File: src/rtl/hdr_pkg.sv
package hdr_pkg;

    localparam int WORD_W     = 32;
    localparam int HLEN_POS   = 24;
    localparam int NCOMP_POS  = 55;
    localparam int REC_LEN    = 9;
    localparam int REC_LAST   = 4;
    localparam int FLD_W      = 22;
    localparam int FRAME_LOG2 = 4;
    localparam int TBL_W      = 12;

    localparam logic [7:0] ID_STREAM = 8'd8;
    localparam logic [7:0] ID_SIZES  = 8'd5;

    typedef enum logic [2:0] {
        PH_IDLE,
        PH_HLEN,
        PH_NREC,
        PH_REC,
        PH_CNT_LO,
        PH_CNT_HI,
        PH_SIZES
    } phase_e;

    typedef struct packed {
        logic [WORD_W-1:0] stream_off;
        logic [WORD_W-1:0] sizes_off;
        logic              got_stream;
        logic              got_sizes;
    } scan_t;

    // Fold one completed table record into the scan state.
    function automatic scan_t merge_rec(scan_t cur, logic [7:0] id, logic [WORD_W-1:0] off);
        scan_t nx;
        nx = cur;
        if (id == ID_STREAM) begin
            nx.stream_off = off;
            nx.got_stream = 1'b1;
        end else if (id == ID_SIZES) begin
            nx.sizes_off = off;
            nx.got_sizes = 1'b1;
        end
        return nx;
    endfunction

    // First byte index past the lookup table.
    function automatic logic [TBL_W-1:0] table_end(logic [7:0] hlen, logic [7:0] nrec);
        return TBL_W'(hlen) + TBL_W'(nrec) * TBL_W'(REC_LEN);
    endfunction

endpackage

File: src/rtl/hdr_buf.sv
module hdr_buf #(
    parameter int DEPTH = 256,
    parameter int AW    = $clog2(DEPTH)
) (
    input  logic          clk,
    input  logic          wr_en,
    input  logic [AW-1:0] waddr,
    input  logic [7:0]    wdata,
    input  logic [AW-1:0] raddr,
    output logic [7:0]    rdata
);
    logic [7:0] mem [DEPTH];

    always_ff @(posedge clk) begin
        if (wr_en) mem[waddr] <= wdata;
    end

    assign rdata = mem[raddr];
endmodule

File: src/rtl/hdr_unpack.sv
module hdr_unpack #(
    parameter int FW = 22
) (
    input  logic          clk,
    input  logic          rst,
    input  logic          clr,
    input  logic          push,
    input  logic [7:0]    din,
    input  logic          pop,
    output logic          ready,
    output logic [FW-1:0] field
);
    localparam int HOLD_W = FW + 7;
    localparam int CNT_W  = $clog2(HOLD_W + 1);

    logic [HOLD_W-1:0] hold;
    logic [CNT_W-1:0]  cnt;

    assign ready = cnt >= CNT_W'(FW);
    assign field = hold[FW-1:0];

    always_ff @(posedge clk) begin
        if (rst || clr) begin
            hold <= '0;
            cnt  <= '0;
        end else if (pop) begin
            hold <= hold >> FW;
            cnt  <= cnt - CNT_W'(FW);
        end else if (push) begin
            hold <= hold | ({{(HOLD_W-8){1'b0}}, din} << cnt);
            cnt  <= cnt + CNT_W'(8);
        end
    end
endmodule

File: src/rtl/hdr_acc.sv
module hdr_acc #(
    parameter int FW    = 22,
    parameter int SUM_W = 28
) (
    input  logic           clk,
    input  logic           rst,
    input  logic           clr,
    input  logic           add,
    input  logic [FW-1:0]  val,
    output logic [SUM_W:0] sum_nx
);
    logic [SUM_W-1:0] sum;

    assign sum_nx = {1'b0, sum} + (SUM_W+1)'(val);

    always_ff @(posedge clk) begin
        if (rst || clr)                sum <= '0;
        else if (add && !sum_nx[SUM_W]) sum <= sum_nx[SUM_W-1:0];
    end
endmodule

File: src/rtl/hdr_size_extract.sv
module hdr_size_extract
    import hdr_pkg::*;
#(
    parameter int BUF_BYTES = 256,
    parameter int IDX_W     = 32
) (
    input  logic              clk,
    input  logic              rst,
    input  logic              in_valid,
    input  logic [IDX_W-1:0]  in_index,
    input  logic [7:0]        in_byte,
    input  logic              start,
    output logic              busy,
    output logic              res_valid,
    output logic              res_error,
    output logic [WORD_W-1:0] bs_offset,
    output logic [WORD_W-1:0] data_bytes
);
    localparam int AW    = $clog2(BUF_BYTES);
    localparam int SUM_W = WORD_W - FRAME_LOG2;

    phase_e            phase;
    logic [7:0]        hlen;
    logic [TBL_W-1:0]  ptr;
    logic [2:0]        k;
    logic [7:0]        rec_left;
    logic [7:0]        rec_id;
    logic [23:0]       rec_lo;
    scan_t             sc;
    scan_t             merged;
    logic [7:0]        ncomp_lo;
    logic [15:0]       comp_left;
    logic [WORD_W-1:0] rd_ptr;
    logic              valid_q, err_q;
    logic [WORD_W-1:0] off_q, data_q;

    logic [WORD_W-1:0] raddr_w;
    logic              rd_in;
    logic [7:0]        rdata;
    logic              wr_en;
    logic              unp_ready, unp_push, unp_pop, dp_clr;
    logic [FLD_W-1:0]  fld;
    logic [SUM_W:0]    sum_nx;

    // Byte store
    assign wr_en = in_valid && (phase == PH_IDLE) && (in_index < IDX_W'(BUF_BYTES));

    always_comb begin
        case (phase)
            PH_HLEN:   raddr_w = WORD_W'(HLEN_POS);
            PH_NREC:   raddr_w = WORD_W'(hlen) - WORD_W'(1);
            PH_REC:    raddr_w = WORD_W'(ptr) + WORD_W'(k);
            PH_CNT_LO: raddr_w = WORD_W'(NCOMP_POS);
            PH_CNT_HI: raddr_w = WORD_W'(NCOMP_POS + 1);
            PH_SIZES:  raddr_w = rd_ptr;
            default:   raddr_w = '0;
        endcase
    end

    assign rd_in = raddr_w < WORD_W'(BUF_BYTES);

    hdr_buf #(.DEPTH(BUF_BYTES), .AW(AW)) u_buf (
        .clk   (clk),
        .wr_en (wr_en),
        .waddr (in_index[AW-1:0]),
        .wdata (in_byte),
        .raddr (raddr_w[AW-1:0]),
        .rdata (rdata)
    );

    // Size-list datapath
    assign dp_clr   = (phase != PH_SIZES);
    assign unp_pop  = (phase == PH_SIZES) && unp_ready;
    assign unp_push = (phase == PH_SIZES) && !unp_ready && rd_in;

    hdr_unpack #(.FW(FLD_W)) u_unp (
        .clk   (clk),
        .rst   (rst),
        .clr   (dp_clr),
        .push  (unp_push),
        .din   (rdata),
        .pop   (unp_pop),
        .ready (unp_ready),
        .field (fld)
    );

    hdr_acc #(.FW(FLD_W), .SUM_W(SUM_W)) u_acc (
        .clk    (clk),
        .rst    (rst),
        .clr    (dp_clr),
        .add    (unp_pop),
        .val    (fld),
        .sum_nx (sum_nx)
    );

    assign merged = merge_rec(sc, rec_id, {rdata, rec_lo});

    // Parse sequencer
    always_ff @(posedge clk) begin
        if (rst) begin
            phase     <= PH_IDLE;
            hlen      <= '0;
            ptr       <= '0;
            k         <= '0;
            rec_left  <= '0;
            rec_id    <= '0;
            rec_lo    <= '0;
            sc        <= '0;
            ncomp_lo  <= '0;
            comp_left <= '0;
            rd_ptr    <= '0;
            valid_q   <= 1'b0;
            err_q     <= 1'b0;
            off_q     <= '0;
            data_q    <= '0;
        end else begin
            case (phase)
                PH_IDLE: begin
                    if (start) begin
                        phase   <= PH_HLEN;
                        valid_q <= 1'b0;
                        err_q   <= 1'b0;
                        off_q   <= '0;
                        data_q  <= '0;
                        sc      <= '0;
                    end
                end
                PH_HLEN: begin
                    if (rdata == 8'd0 || 32'(rdata) > 32'(BUF_BYTES)) begin
                        phase <= PH_IDLE;
                        err_q <= 1'b1;
                    end else begin
                        hlen  <= rdata;
                        phase <= PH_NREC;
                    end
                end
                PH_NREC: begin
                    if (rdata == 8'd0 || 32'(table_end(hlen, rdata)) > 32'(BUF_BYTES)) begin
                        phase <= PH_IDLE;
                        err_q <= 1'b1;
                    end else begin
                        ptr      <= TBL_W'(hlen);
                        rec_left <= rdata;
                        k        <= '0;
                        phase    <= PH_REC;
                    end
                end
                PH_REC: begin
                    if (k == 3'(REC_LAST)) begin
                        sc <= merged;
                        if (merged.got_stream && merged.got_sizes) begin
                            phase <= PH_CNT_LO;
                        end else if (rec_left == 8'd1) begin
                            phase <= PH_IDLE;
                            err_q <= 1'b1;
                        end else begin
                            rec_left <= rec_left - 8'd1;
                            ptr      <= ptr + TBL_W'(REC_LEN);
                            k        <= '0;
                        end
                    end else begin
                        k <= k + 3'd1;
                        if (k == 3'd0) rec_id <= rdata;
                        else           rec_lo <= {rdata, rec_lo[23:8]};
                    end
                end
                PH_CNT_LO: begin
                    ncomp_lo <= rdata;
                    phase    <= PH_CNT_HI;
                end
                PH_CNT_HI: begin
                    if ({rdata, ncomp_lo} == 16'd0) begin
                        valid_q <= 1'b1;
                        off_q   <= sc.stream_off;
                        phase   <= PH_IDLE;
                    end else begin
                        comp_left <= {rdata, ncomp_lo};
                        rd_ptr    <= sc.sizes_off;
                        phase     <= PH_SIZES;
                    end
                end
                PH_SIZES: begin
                    if (unp_ready) begin
                        if (sum_nx[SUM_W]) begin
                            phase <= PH_IDLE;
                            err_q <= 1'b1;
                        end else if (comp_left == 16'd1) begin
                            valid_q <= 1'b1;
                            off_q   <= sc.stream_off;
                            data_q  <= {sum_nx[SUM_W-1:0], {FRAME_LOG2{1'b0}}};
                            phase   <= PH_IDLE;
                        end else begin
                            comp_left <= comp_left - 16'd1;
                        end
                    end else if (!rd_in) begin
                        phase <= PH_IDLE;
                        err_q <= 1'b1;
                    end else begin
                        rd_ptr <= rd_ptr + WORD_W'(1);
                    end
                end
                default: phase <= PH_IDLE;
            endcase
        end
    end

    assign busy       = (phase != PH_IDLE);
    assign res_valid  = valid_q;
    assign res_error  = err_q;
    assign bs_offset  = off_q;
    assign data_bytes = data_q;
endmodule

File: config.mk
export PLATFORM = sky130hd
export DESIGN_NAME = hdr_size_extract
export DESIGN_NICKNAME = d
export VERILOG_FILES = /design/src/rtl/hdr_pkg.sv /design/src/rtl/hdr_buf.sv /design/src/rtl/hdr_unpack.sv /design/src/rtl/hdr_acc.sv /design/src/rtl/hdr_size_extract.sv
export SDC_FILE = /design/constraint.sdc
export NUM_CORES = 2
export LEC_CHECK = 0
export BUFFER_PORTS_ARGS = -buffer_cell sky130_fd_sc_hd__buf_2
export CAP_MARGIN = 20
export CORE_ASPECT_RATIO = 0.6
export CORE_MARGIN = 4
export CORE_UTILIZATION = 35
export DETAILED_ROUTE_END_ITERATION = 10
export HOLD_SLACK_MARGIN = 0.03
export PLACE_DENSITY = 0.5
export SLEW_MARGIN = 0
export SYNTH_ARGS = -nofsm -noshare
export SYNTH_HDL_FRONTEND = slang
export SYNTH_HIERARCHICAL = 1
export SYNTH_SLANG_ARGS = --single-unit
File: constraint.sdc
create_clock -name clk -period 10.8 [get_ports clk]
set_input_delay 1.08 -clock clk [delete_from_list [all_inputs] [get_ports clk]]
set_output_delay 1.08 -clock clk [all_outputs]
set_load 0.02 [all_outputs]
Word level (Yosys, flattened, before mapping):

Memory sizes are Yosys's and may differ from the RTL's.
Index checks and enable logic that the tools add are counted.

* memory bits (writable): 2048
* output and inout port bits: 67
* memories: 1
* bits of input ports: 44
* flip-flop bits (word level): 316

* $mul: 1
* $add $sub $neg: 11
* bitwise gates (word level): 4
* $lt $le $gt $ge: 4
* shifts and indexed selects: 1
* mux-type cells: 77
* reductions and logical operators: 38
* eq/ne operators: 37

Memories
* u_buf.mem: words 256, width 8, rd ports 1, clocked after Yosys merged registers in 0, wr ports 1, RTL line hdr_buf.sv:12 `logic [7:0] mem [DEPTH];`

Operators by type and width (count)
* 2-to-1 mux 32 bit: 14
* case mux 32 bit (6 select lines): 1
* 2-to-1 mux 66 bit: 2
* case mux 66 bit (2 select lines): 1
* case mux 32 bit (2 select lines): 2
* case mux 32 bit (3 select lines): 1
* < comparator 32 x 9 -> 1 bit, second input constant: 2
* 2-to-1 mux 16 bit: 4
* 2-to-1 mux 12 bit: 4
* 2-to-1 mux 3 bit: 13
* != test 2 bit, second input constant: 18
* adder 32 x 1 -> 32 bit, second input constant: 1
* 2-to-1 mux 8 bit: 4
* case mux 16 bit (2 select lines): 1
* adder 28 x 22 -> 29 bit: 1
* OR 29 bit: 1
* << shifter 8 x 5 -> 29 bit: 1
* AND reduction 5 bit: 5
* case mux 12 bit (2 select lines): 1
* case mux 3 bit (7 select lines): 1
* 2-to-1 mux 1 bit: 18
* equality test 16 x 1 -> 1 bit, second input constant: 1
* zero test 16 bit: 1
* case mux 8 bit (2 select lines): 1
* other kinds (43): 74

Longest topological paths before layout:

An unclocked memory read counts as a cell.

* depth after elaboration: 9
* gate-level depth with buffers: 32
* depth with buffers taken out: 28

Hierarchy:

The synthesis kept the hierarchy.

By module, submodules not included
* hdr_buf: seq. area each 61499.0 um2, times used 1, area an instance 79396.1 um2, cells an instance 3725
* hdr_size_extract: seq. area each 4924.7 um2, times used 1, area an instance 11860.1 um2, cells an instance 1548
* hdr_acc: seq. area each 560.5 um2, times used 1, area an instance 2388.5 um2, cells an instance 298
* hdr_unpack: seq. area each 660.6 um2, times used 1, area an instance 1854.3 um2, cells an instance 208

Least setup slack after synthesis:

OpenSTA, ideal clock, no wires.

* kind: register -> register
* start point: reg ptr[0]
* end point: reg phase[1]
* path slack: 4199 ps
* required time: 10668 ps
* stages on the path, launching flop included: 31
* arrival: 6469 ps
* setup time: 132 ps
* path through: dfxtp_1 > ha_1 > inv_1 > fa_1 > nor2b_1 > o21ai_0 > xor2_1 > o22a_1 > o21ai_0 > buf_4 > nor2b_1 > clkbuf_1 > clkbuf_1 > a22oi_1 > a21oi_1 > nor4_1 > nor4_1 > ha_1 > inv_1 > fa_1 > inv_1 > ha_1 > buf_4 > or4b_1 > and4_1 > o2111ai_1 > a21oi_4 > and2_1 > clkbuf_1 > nor4b_1 > nor3_1

* word-level cells in the longest chain between the ends: 9

Ends and longest elaborated chain
* from (decl): RTL line hdr_size_extract.sv:24 `logic [TBL_W-1:0] ptr;`
* from (signal assigned): RTL line hdr_size_extract.sv:142 `ptr <= TBL_W'(hlen);`
* from (signal assigned): RTL line hdr_size_extract.sv:158 `ptr <= ptr + TBL_W'(REC_LEN);`
* adder 12 x 3 -> 13 bit (*): RTL line hdr_size_extract.sv:52 `PH_REC: raddr_w = WORD_W'(ptr) + WORD_W'(k);`
* case mux 32 bit (6 select lines) (*): RTL line hdr_size_extract.sv:49 `case (phase)`
* net raddr_w[4]: RTL line hdr_size_extract.sv:37 `logic [WORD_W-1:0] raddr_w;`
* memory (256 x 8 bit)
* multiplier 8 x 4 -> 12 bit: RTL line hdr_pkg.sv:48 `return TBL_W'(hlen) + TBL_W'(nrec) * TBL_W'(REC_LEN);`
* adder 8 x 12 -> 12 bit: RTL line hdr_pkg.sv:48
* greater-than comparator 12 x 9 -> 1 bit: RTL line hdr_size_extract.sv:138 `if (rdata == 8'd0 || 32'(table_end(hlen, rdata)) > 32'(BUF_BYTES)) begin`
* logical OR 1 bit: RTL line hdr_size_extract.sv:138
* 2-to-1 mux 2 bit: RTL line hdr_size_extract.sv:138
* case mux 3 bit (7 select lines): RTL line hdr_size_extract.sv:117 `case (phase)`
* to (signal assigned): RTL line hdr_size_extract.sv:120 `phase <= PH_HLEN;`
* to (signal assigned): RTL line hdr_size_extract.sv:139 `phase <= PH_IDLE;`
* to (signal assigned): RTL line hdr_size_extract.sv:145 `phase <= PH_REC;`
* to (decl): RTL line hdr_size_extract.sv:22 `phase_e phase;`

The timed path passes the listed nets; every way through them passes the cells marked *.
A chain may end at the register's enable or synchronous reset.

Worst setup path after layout:

* start point: reg phase[2]
* end point: reg ptr[2]

* word-level cells in the longest chain between the ends: 9

Ends and longest elaborated chain
* from (signal assigned): RTL line hdr_size_extract.sv:101 `phase <= PH_IDLE;`
* from (signal assigned): RTL line hdr_size_extract.sv:120
* from (signal assigned): RTL line hdr_size_extract.sv:130 `phase <= PH_IDLE;`
* equality test 3 bit, or another cell as far along: RTL line hdr_size_extract.sv:49
* case mux 32 bit (6 select lines) (*): RTL line hdr_size_extract.sv:49
* net raddr_w[0]: RTL line hdr_size_extract.sv:37
* memory (256 x 8 bit) (*)
* multiplier 8 x 4 -> 12 bit: RTL line hdr_pkg.sv:48
* adder 8 x 12 -> 12 bit: RTL line hdr_pkg.sv:48
* greater-than comparator 12 x 9 -> 1 bit: RTL line hdr_size_extract.sv:138
* logical OR 1 bit (*): RTL line hdr_size_extract.sv:138
* != test 2 bit (no line) (*)
* AND reduction 5 bit (no line) (*)

Marks and branches as above.

==> results.py <==
metrics = {
    "status": {
        "outcome": "finished clean",
    },
    "job": {
        "max-cap-violations": 0,
    },
    "hold_path": {
        "min_from": "data_bytes[15]",
        "hold_depth": 2,
        "hold_end": "data_bytes[15]",
        "hp-class": "flop to flop",
    },
    "yosys": {
        "async_reset_ff_share_pct": 0,
        "ys_ff_latch": 2355,
        "synth_enable_flop_cells": 2048,
        "synth.avg_cell_area_um2": 16.53,
        "yosysWarnings": 6,
        "synth_area_um2": 95500,
        "ys_types": 115,
        "synthFlopType": "edfxtp_1",
        "syn-instance-count": 5779,
        "ys_seq_area_share_pct": 70.83,
    },
    "clocking": {
        "clock_latency_ns": 0.89,
        "cts.clk_slew.worst_paths_ns": 0.07,
        "cts_root_buf": "clkbuf_16",
        "cts_tree": "yes",
        "htree_levels": 4,
        "cts_buffer_depth": 4,
        "clock_sinks": 2355,
        "cts-hold-fix-buffers": 0,
        "cts_setup_buffers": 0,
        "cts_resized": 0,
        "cts_buffers": 220,
    },
    "worst_setup_path": {
        "cp.required_ns": 11.46,
        "start_kind": "flop",
        "rr_endpoint": "ptr[2]",
        "worstSetupPathType": "flop to flop",
        "rr_startpoint": "phase[2]",
        "worst_setup_path_end_kind": "flop",
        "cp_data_arrival_time_ns": 9.57,
        "startpoint": "phase[2]",
        "rrSetupSlack_ns": 1.89,
        "crit_fanout": 27,
        "ff2ff_path_depth": 22,
    },
    "detailed_routing": {
        "viasPerCell": 5.655,
        "wire_per_inst_um": 28.70,
        "drt_iter0_markers": 6707,
        "routed_wl_um": 276200,
        "drtPass1Iterations": 5,
        "drc": 0,
        "antenna_left": 0,
        "dr_total_vias": 54430,
    },
    "finish": {
        "nets": 5970,
        "area_growth_pct": 11.87,
        "final_common_cell": "edfxtp_1",
        "post-route-util_pct": 39.38,
        "layout-drive-gt1-share_pct": 18.55,
        "final_cell_mix": "edfxtp_1 (2048), mux4_2 (454), nor2_1 (439)",
    },
    "die": {
        "die_h_um": 412.6,
        "core_um2": 271300,
        "row_count": 148,
        "die_area_um2": 281600,
        "fp.dieW_um": 682.4,
        "initial_core_util_pct": 35.20,
        "ios": 111,
    },
    "placed_design": {
        "place_hpwl_um": 177700,
        "gp_congestion": 0.8548,
        "portBuffers": 106,
    },
    "global_route": {
        "grt.overflow.total": 0,
        "grt_pass1_vias": 51540,
        "grt_pass1_wl_um": 393000,
        "antenna_found_initial": 19,
        "track_usage_pct": 19.23,
        "grt_max_degree": 155,
    },
    "timing": {
        "setup_tns_ns": 0,
        "fmax_mhz": 112.2,
        "hold_ws_ns": 0.4471,
        "finalHoldViolCount": 0,
        "fin_skew_ns": 0.07823,
        "slew_headroom_pct": 19.43,
        "period_share_pct": 82.53,
        "rsz0062_at_grt": "false",
        "fin_crit_ns": 8.913,
        "setup_viol": 0,
        "worst_pin_slew_ns": 1.199,
        "slew_violations": 0,
    },
    "power_and_ir_drop": {
        "p_per_area_nw_per_um2": 249.8,
        "leakage_nw": 32.20,
        "peakVddDrop_uv": 353.8,
    },
}
## registers in the layout, indices dropped and copies added (netlist names)
name,count
data_bytes,28
rec_lo,24
ptr,8
u_unp/cnt,4
ncomp_lo,8
rd_ptr,32
u_acc/sum,28
comp_left,16
u_buf/mem,2048
rec_id,8
rec_left,8
res_valid,1
res_error,1
bs_offset,32
k,3
phase,3
u_unp/hold,29
sc,66
hlen,8
## critical path: stages (launching register included)
cell and delay (ns):
dfxtp_1 0.83, nand2b_1 0.36, o22ai_4 0.69, buf_12 0.33
buf_4 0.53, mux4_2 0.58, mux4_2 0.49, nor2_1 0.30
a2111oi_1 0.12, nor3_1 0.86, nor4_2 0.12, buf_4 0.26
ha_1 0.34, fa_1 0.44, ha_1 0.42, o21ai_1 0.12
or4b_1 0.48, and4_1 0.17, o2111ai_1 0.13, a21oi_4 0.11
a21oi_4 0.62, or2_2 0.24, a21oi_1 0.06
## metal layers
| metal | vias up | routed length [um] | track usage [%] | share of wire [%] |
|---|---|---|---|---|
| li1 | 23030 | - | - | - |
| met1 | 28630 | 134400 | 31.70 | 49 |
| met2 | 2428 | 108900 | 25.12 | 39 |
| met3 | 339 | 28140 | 4.916 | 10 |
| met4 | 0 | 4752 | 3.318 | 1.7 |
| met5 | - | 0 | 0 | 0 |
## how the worst max path moves through the flow
stage	cells after the start	slack [ns]	to
2_1_floorplan	30	4.20	phase[1]
3_3_place_gp	25	2.05	ptr[2]
3_5_place_dp	22	1.94	ptr[2]
4_1_cts	22	1.87	ptr[2]
5_1_grt	24	1.46	ptr[2]
6_report	22	1.89	ptr[2]
## stage by stage
stage	area [um^2]	power, W	cells	setup WS [ns]
floorplan	95510	0.01593	5782	4.199
global route	106800	0.02784	9621	1.455
CTS	106700	0.02677	9613	1.870
detailed placement	99950	0.01919	9233	1.936
global placement	99840	0.01919	9226	2.045
finish	106800	0.02669	9624	1.887
## where the power goes
| group | internal [W] | switching (W) | total (W) |
|---|---|---|---|
| Sequential | 0.00992 | 0.0000693 | 0.00999 |
| Clock | 0.00414 | 0.00343 | 0.00757 |
| Combinational | 0.00323 | 0.00591 | 0.00914 |
## logic make-up (layout without fill, tap and decap cells)
group	after synthesis	after routing	synth area share, %
compound gates	913	913	6.251
xor+xnor	38	38	0.3485
fa+ha+maj	63	63	0.8804
buf+inv	451	690	2.582
flops	2355	2355	70.83
mux	630	630	12.65
other cells	1	7	0.003927
simple gates	1328	1328	6.455
## cell type report
cell class,count,area [um^2]
timing repair buffer,261,2132
clock buffer,267,5798
antenna,3,7.507
fill,24590,164400
inverter,49,183.9
sequential,2355,67640
multi-input combinational,2976,25610
tap,3600,4504
clock inverter,113,955.9
## cells in the mapped netlist (18+ instances only)
library cell  number  area, um^2
buf_2             59       295.3
a21oi_1          377        1887
o21ai_1           27       135.1
a211oi_1          34       255.2
buf_4             60       450.4
buf_6             24       270.3
nor2_1           443        1663
and2_1            23       143.9
nor3_1            60       300.3
a221oi_1          18       157.7
nand2b_1          28       175.2
o22ai_1           38       237.7
ha_1              56       700.7
mux4_2           454       10220
o221ai_1          48       420.4
clkbuf_1         204       765.7
nor2b_1           51       319.1
nor4_1            42       262.8
a22oi_1          146        1096
dfxtp_1          307        6146
nand2_1          350        1314
a21o_1            21       157.7
mux2i_1          166        1662
xnor2_1           26       227.7
buf_1             32       120.1
nand4_1           27       168.9
edfxtp_1        2048       61500
o21ai_0           66       330.3
inv_1             45       168.9
nand3_1          213        1066
Note: power is estimated with default switching activity, not from simulation.
